===== src/rtl/mmio_alu_pkg.sv =====
package mmio_alu_pkg;
    localparam int SLOT_W   = 3;
    localparam int SLOT_CNT = 1 << SLOT_W;

    typedef enum logic [SLOT_W-1:0] {
        SLOT_SUM   = 3'd0,
        SLOT_NAND  = 3'd1,
        SLOT_AIO   = 3'd2,
        SLOT_DIO   = 3'd3,
        SLOT_BR_GT = 3'd4,
        SLOT_BR_EQ = 3'd5,
        SLOT_BR_CY = 3'd6,
        SLOT_BR_AL = 3'd7
    } slot_e;
endpackage


===== src/rtl/mmio_win_decode.sv =====
module mmio_win_decode
    import mmio_alu_pkg::*;
#(
    parameter int ADDR_W = 8
) (
    input  logic [ADDR_W-1:0]   addr,
    output logic                hit,
    output slot_e               slot,
    output logic [SLOT_CNT-1:0] slot_oh
);
    // The window is the top SLOT_CNT addresses: all upper bits set.
    assign hit  = &addr[ADDR_W-1:SLOT_W];
    assign slot = slot_e'(addr[SLOT_W-1:0]);

    for (genvar i = 0; i < SLOT_CNT; i++) begin : g_sel
        assign slot_oh[i] = hit && (addr[SLOT_W-1:0] == SLOT_W'(i));
    end
endmodule


===== src/rtl/mmio_reg_bank.sv =====
module mmio_reg_bank
    import mmio_alu_pkg::*;
#(
    parameter int DATA_W = 8
) (
    input  logic                clk,
    input  logic                rst_n,
    input  logic                wr_n,
    input  logic [SLOT_CNT-1:0] slot_oh,
    input  logic [DATA_W-1:0]   wdata,
    output logic [DATA_W-1:0]   opa,
    output logic [DATA_W-1:0]   opb,
    output logic [DATA_W-1:0]   led_a,
    output logic [DATA_W-1:0]   led_d
);
    typedef struct packed {
        logic [DATA_W-1:0] opa;
        logic [DATA_W-1:0] opb;
        logic [DATA_W-1:0] led_a;
        logic [DATA_W-1:0] led_d;
    } bank_t;

    bank_t st_d, st_q;
    logic  wr_en;

    assign wr_en = !wr_n;

    always_comb begin
        st_d = st_q;
        if (wr_en) begin
            if (slot_oh[SLOT_SUM])  st_d.opa   = wdata;
            if (slot_oh[SLOT_NAND]) st_d.opb   = wdata;
            if (slot_oh[SLOT_AIO])  st_d.led_a = wdata;
            if (slot_oh[SLOT_DIO])  st_d.led_d = wdata;
        end
    end

    always_ff @(posedge clk or negedge rst_n) begin
        if (!rst_n) st_q <= '0;
        else        st_q <= st_d;
    end

    assign opa   = st_q.opa;
    assign opb   = st_q.opb;
    assign led_a = st_q.led_a;
    assign led_d = st_q.led_d;

    AST_OPA_LOAD: assert property (@(posedge clk) disable iff (!rst_n)
        (wr_en && slot_oh[SLOT_SUM]) |=> (opa == $past(wdata)));
    AST_OPB_LOAD: assert property (@(posedge clk) disable iff (!rst_n)
        (wr_en && slot_oh[SLOT_NAND]) |=> (opb == $past(wdata)));
    AST_OPA_HOLD: assert property (@(posedge clk) disable iff (!rst_n)
        !(wr_en && slot_oh[SLOT_SUM]) |=> $stable(opa));
    AST_LEDA_HOLD: assert property (@(posedge clk) disable iff (!rst_n)
        !(wr_en && slot_oh[SLOT_AIO]) |=> $stable(led_a));
endmodule


===== src/rtl/mmio_arith.sv =====
module mmio_arith #(
    parameter int DATA_W = 8
) (
    input  logic [DATA_W-1:0] opa,
    input  logic [DATA_W-1:0] opb,
    output logic [DATA_W-1:0] sum,
    output logic [DATA_W-1:0] nand_out,
    output logic              carry,
    output logic              equal,
    output logic              greater
);
    localparam int EXT_W = DATA_W + 1;

    logic [EXT_W-1:0] wide_sum;

    always_comb begin
        wide_sum = {1'b0, opa} + {1'b0, opb};
        sum      = wide_sum[DATA_W-1:0];
        carry    = wide_sum[DATA_W];
        nand_out = ~(opa & opb);
        equal    = (opa == opb);
        greater  = (opa > opb);
    end
endmodule


===== src/rtl/mmio_alu_unit.sv =====
module mmio_alu_unit
    import mmio_alu_pkg::*;
#(
    parameter int ADDR_W = 8,
    parameter int DATA_W = 8
) (
    input  logic              clk,
    input  logic              rst_n,
    input  logic [ADDR_W-1:0] bus_addr,
    input  logic [DATA_W-1:0] bus_wdata,
    input  logic              bus_rd_n,
    input  logic              bus_wr_n,
    output logic [DATA_W-1:0] rd_data,
    output logic              carry_flag,
    output logic              equal_flag,
    output logic              greater_flag,
    output logic              pc_load,
    input  logic [DATA_W-1:0] addr_sw_n,
    input  logic [DATA_W-1:0] data_sw_n,
    output logic [DATA_W-1:0] addr_led,
    output logic [DATA_W-1:0] data_led
);
    logic                hit;
    slot_e               slot;
    logic [SLOT_CNT-1:0] slot_oh;
    logic [DATA_W-1:0]   opa, opb, sum, nand_out;

    mmio_win_decode #(.ADDR_W(ADDR_W)) dec_i (
        .addr    (bus_addr),
        .hit     (hit),
        .slot    (slot),
        .slot_oh (slot_oh)
    );

    mmio_reg_bank #(.DATA_W(DATA_W)) bank_i (
        .clk     (clk),
        .rst_n   (rst_n),
        .wr_n    (bus_wr_n),
        .slot_oh (slot_oh),
        .wdata   (bus_wdata),
        .opa     (opa),
        .opb     (opb),
        .led_a   (addr_led),
        .led_d   (data_led)
    );

    mmio_arith #(.DATA_W(DATA_W)) alu_i (
        .opa      (opa),
        .opb      (opb),
        .sum      (sum),
        .nand_out (nand_out),
        .carry    (carry_flag),
        .equal    (equal_flag),
        .greater  (greater_flag)
    );

    // Read mux: only driven while strobed and inside the window.
    always_comb begin
        rd_data = '0;
        if (!bus_rd_n && hit) begin
            case (slot)
                SLOT_SUM:  rd_data = sum;
                SLOT_NAND: rd_data = nand_out;
                SLOT_AIO:  rd_data = ~addr_sw_n;
                SLOT_DIO:  rd_data = ~data_sw_n;
                default:   rd_data = '0;
            endcase
        end
    end

    // Branch request: each branch slot is qualified by its condition.
    always_comb begin
        pc_load = 1'b0;
        if (!bus_wr_n) begin
            pc_load = slot_oh[SLOT_BR_AL]
                   || (slot_oh[SLOT_BR_CY] && carry_flag)
                   || (slot_oh[SLOT_BR_EQ] && equal_flag)
                   || (slot_oh[SLOT_BR_GT] && greater_flag);
        end
    end

    AST_RD_IDLE: assert property (@(posedge clk) disable iff (!rst_n)
        bus_rd_n |-> (rd_data == '0));
    AST_JUMP_NEEDS_WR: assert property (@(posedge clk) disable iff (!rst_n)
        pc_load |-> !bus_wr_n);
    AST_FLAG_EXCL: assert property (@(posedge clk) disable iff (!rst_n)
        !(equal_flag && greater_flag));
endmodule


===== config.mk =====
export PLATFORM = sky130hd
export DESIGN_NAME = mmio_alu_unit
export DESIGN_NICKNAME = d
export VERILOG_FILES = /design/src/rtl/mmio_alu_pkg.sv /design/src/rtl/mmio_win_decode.sv /design/src/rtl/mmio_reg_bank.sv /design/src/rtl/mmio_arith.sv /design/src/rtl/mmio_alu_unit.sv
export SDC_FILE = /design/constraint.sdc
export NUM_CORES = 1
export LEC_CHECK = 0
export BUFFER_PORTS_ARGS = -buffer_cell sky130_fd_sc_hd__clkbuf_2
export CAP_MARGIN = 15
export CORE_MARGIN = 1.5
export CORE_UTILIZATION = 45
export CTS_BUF_LIST = sky130_fd_sc_hd__clkbuf_4 sky130_fd_sc_hd__clkbuf_8
export DETAILED_ROUTE_END_ITERATION = 8
export MAX_ROUTING_LAYER = met4
export PLACE_DENSITY_LB_ADDON = 0.08
export SLEW_MARGIN = 20
export SYNTH_ARGS = -nofsm -noshare
export SYNTH_HDL_FRONTEND = slang
export SYNTH_SLANG_ARGS = --single-unit
export TNS_END_PERCENT = 10

===== constraint.sdc =====
create_clock -name clk -period 5.3 [get_ports clk]
set_clock_uncertainty 0.15 [all_clocks]
set_input_delay 1.06 -clock clk [delete_from_list [all_inputs] [get_ports clk]]
set_output_delay 1.06 -clock clk [all_outputs]
set_load 0.02 [all_outputs]

==> run summary <==
Outcome: complete, no violations
DPL Wire Length: 3630 um
Yosys warning count: 0
Clk_lat worst skew: 0.28 ns
Htree depth: 2
Hold Vio Cnt, Final: 0
Post-synth net total: 252
Max VDD drop: 0.000216 V
Vias in the first global route: 1641
Flop pwr share: 42.7%
Max-cap viol count: 0
Vias/cell: 5.37
CTS resizes: 0
Global route overflow: 0
Die ar.: 5240 sq um
Clock power frac: 37.7%
First-pass GRT wire length: 8050 um
Root Driver: clkbuf_8
CTS buffer count: 5
Flops & latches, synth: 32
CTS clk-pin slew, worst paths: 0.07 ns
Cells after synthesis: 199
Nets: 315
Cell area power density: 236 nW/um^2
FMAX: 262 MHz
IO buf count: 63
Clock sink total: 32
# diodes: 0
Mapped Area: 2170 sq um
Last weighted congestion value of the routability-driven placer: 0.861
Rows: 25
Post-Route WL: 4820 um
Fraction of the yosys area taken by sequential cells: 36.9%
Antenna viol nets, final: 0
Crit end category: primary output
Core area: 4690 sq um
Gate power share: 19.5%
Setup TNS: 0 ns
Post-layout min period: 3.82 ns
CP startpoint kind: flop
Wirelength per Cell: 15.2 um
Crit path max fanout: 3
Chip width: 72.4 um
Worst endpoint data arrival time: 2.61 ns
Synthesized area per cell: 10.9 sq um
Die extent in y: 72.4 um
Largest net degree at the start of global routing: 33
Initial antenna violation count: 0
Routed vias: 1701
DRC: 0
Post-CTS Setup Repair Bufs: 0
FILL cells: 438
Drt initial violations: 91
Netlist cell types: 44
Critical Path RT: 4.09 ns
Fin Hold WS: 0.357 ns
Pint: 0.000451 W
RSZ-0062 raised after global routing: no
Share of layout cells above drive strength 1: 41.4%
Setup violators final: 0
Relative slew slack: 47.8%
Leakage: 1.40 nW
Gr usage total: 20.7%
Io pins: 64
Hold Path Class: flop to flop
Initial Utilization: 46.2%
Switching share of power: 27.1%
Crit Path Category: flop to primary output
TritonCTS clock tree: done
Detailed Routing Iterations Pass 1: 4
Pins Over Slew Limit: 0
Slew @ Worst Pin: 0.783 ns
Final period util: 72.1%
# hold bufs at CTS: 0
Layout area overhead: 20.5%
P_sw: 0.000167 W
Max clock buf depth: 2
## cells by family (layout without fill, tap and decap cells)
| logic type | count (synthesis) | in the layout | share of synthesized area (%) |
|---|---|---|---|
| AO/OA/AOI/OAI | 34 | 34 | 10.2 |
| flip-flops | 32 | 32 | 36.9 |
| multiplexers | 39 | 39 | 23.4 |
| XOR/XNOR | 3 | 3 | 1.21 |
| adder cells (fa/ha/maj) | 17 | 17 | 10.2 |
| AND/OR/NAND/NOR | 52 | 52 | 13.3 |
| buffers and inverters | 22 | 86 | 4.85 |
## metrics by stage
step | total power, W | instances | worst slack [ns] | area, sq um | utilization (%)
after floorplan | 0.000347 | 199 | 1.93 | 2170 | -
after global placement | 0.000389 | 309 | 1.66 | 2500 | 53.3
after detailed placement | 0.000390 | 309 | 1.64 | 2500 | 53.3
after CTS | 0.000626 | 317 | 1.49 | 2610 | 55.7
after global routing | 0.000649 | 317 | 1.34 | 2610 | 55.7
final | 0.000618 | 317 | 1.48 | 2610 | 55.7
## final timing paths
kind / start / to / slack [ns] / cells after the start
worst max-delay path: bank_i.opb[0]$_DFFE_PN0P_ / rd_data[4] / 1.48 / 9
worst min-delay path: bank_i.led_d[6]$_DFFE_PN0P_ / bank_i.led_d[6]$_DFFE_PN0P_ / 0.36 / 1
worst max register to register: bank_i.opb[1]$_DFFE_PN0P_ / bank_i.opb[1]$_DFFE_PN0P_ / 4.36 / 1
worst min register to register: bank_i.led_d[6]$_DFFE_PN0P_ / bank_i.led_d[6]$_DFFE_PN0P_ / 0.36 / 1
max in group asynchronous: rst_n / bank_i.opb[0]$_DFFE_PN0P_ / 3.81 / 1
min in group asynchronous: rst_n / bank_i.led_d[4]$_DFFE_PN0P_ / 0.69 / 1
## metal layers
layer	track usage [%]	vias to the layer above	share of wire [%]
li1	-	841	-
met1	27.0	800	48
met2	32.0	51	46
met3	3.61	9	5.2
met4	8.81	0	1.6
met5	-	-	0
## cells in the mapped netlist
cell        n  area [sq um]
fa_1        1          20.0
dfrtp_1    32           801
a211o_1     1          8.76
a22oi_1     1          7.51
a32oi_1     1          8.76
nand2b_1    3          18.8
a21oi_1    11          55.1
nand3b_1    1          7.51
a2111oi_1   1          10.0
xnor2_1     3          26.3
o2111a_1    1          11.3
mux2i_1     5          50.1
a21o_1      2          15.0
a2bb2oi_1   1          8.76
buf_4       3          22.5
nor2_2      1          6.26
and4_1      1          8.76
nor2_1     14          52.6
o211ai_1    1          7.51
mux2_4      8           120
nor3_1      4          20.0
or3_1       2          12.5
and3_1      1          6.26
ha_1       16           200
mux2_2     22           248
o21bai_1    2          15.0
o221ai_1    1          8.76
nor4b_1     1          8.76
o31ai_1     1          7.51
or3_4       1          11.3
buf_2       3          15.0
nand4_1     2          12.5
nor4_1      3          18.8
or2_2       1          6.26
mux4_2      4          90.1
nor3b_1     3          22.5
nor2b_1     5          31.3
buf_6       1          11.3
inv_1      15          56.3
o21ai_0     9          45.0
nand3b_2    1          11.3
o41a_1      1          11.3
nand3_1     2          10.0
nand2_1     6          22.5
## sequential cells by signal (all words and copies together) (netlist names)
signal / flops
bank_i.led_d: 8
bank_i.led_a: 8
bank_i.opb: 8
bank_i.opa: 8
## placed cells by master (no fill, tap or decap), types with 4 or more instances in the layout
cell type / Yosys / final
clkbuf_8: 0 / 5
mux2i_1: 5 / 5
mux2_4: 8 / 8
mux2_2: 22 / 22
nor3_1: 4 / 4
nor2_1: 14 / 14
nand2_1: 6 / 6
inv_1: 15 / 15
nor2b_1: 5 / 5
mux4_2: 4 / 4
ha_1: 16 / 16
dfrtp_1: 32 / 32
clkbuf_2: 0 / 63
o21ai_0: 9 / 9
a21oi_1: 11 / 11
## worst max-delay path, cell delays in order (launching register included)
cell,delay (ns)
dfrtp_1,0.38
ha_1,0.20
inv_1,0.06
fa_1,0.42
o21bai_1,0.25
a21oi_1,0.13
xnor2_1,0.15
mux4_2,0.45
nor2_1,0.10
clkbuf_2,0.18
## cell type report
type / instances / area, sq um / share of cell area, %
multi-input cells: 145 / 1260 / 48.3
flip-flops and latches: 32 / 801 / 30.6
repair buffers: 63 / 315 / 12.1
clock buffers: 5 / 68.8 / 2.63
well taps: 54 / 67.6 / 2.58
inverters: 15 / 56.3 / 2.15
clock inverters: 3 / 42.5 / 1.63
## power groups by stage
stage	Sequential, W	Clock (W)	Combinational [W]
floorplan	0.000275	0	0.0000726
global placement	0.000268	0	0.000121
detailed placement	0.000269	0	0.000121
CTS	0.000264	0.000240	0.000122
global route	0.000266	0.000248	0.000135
finish	0.000264	0.000233	0.000121
Note: power is estimated with default switching activity, not from simulation.
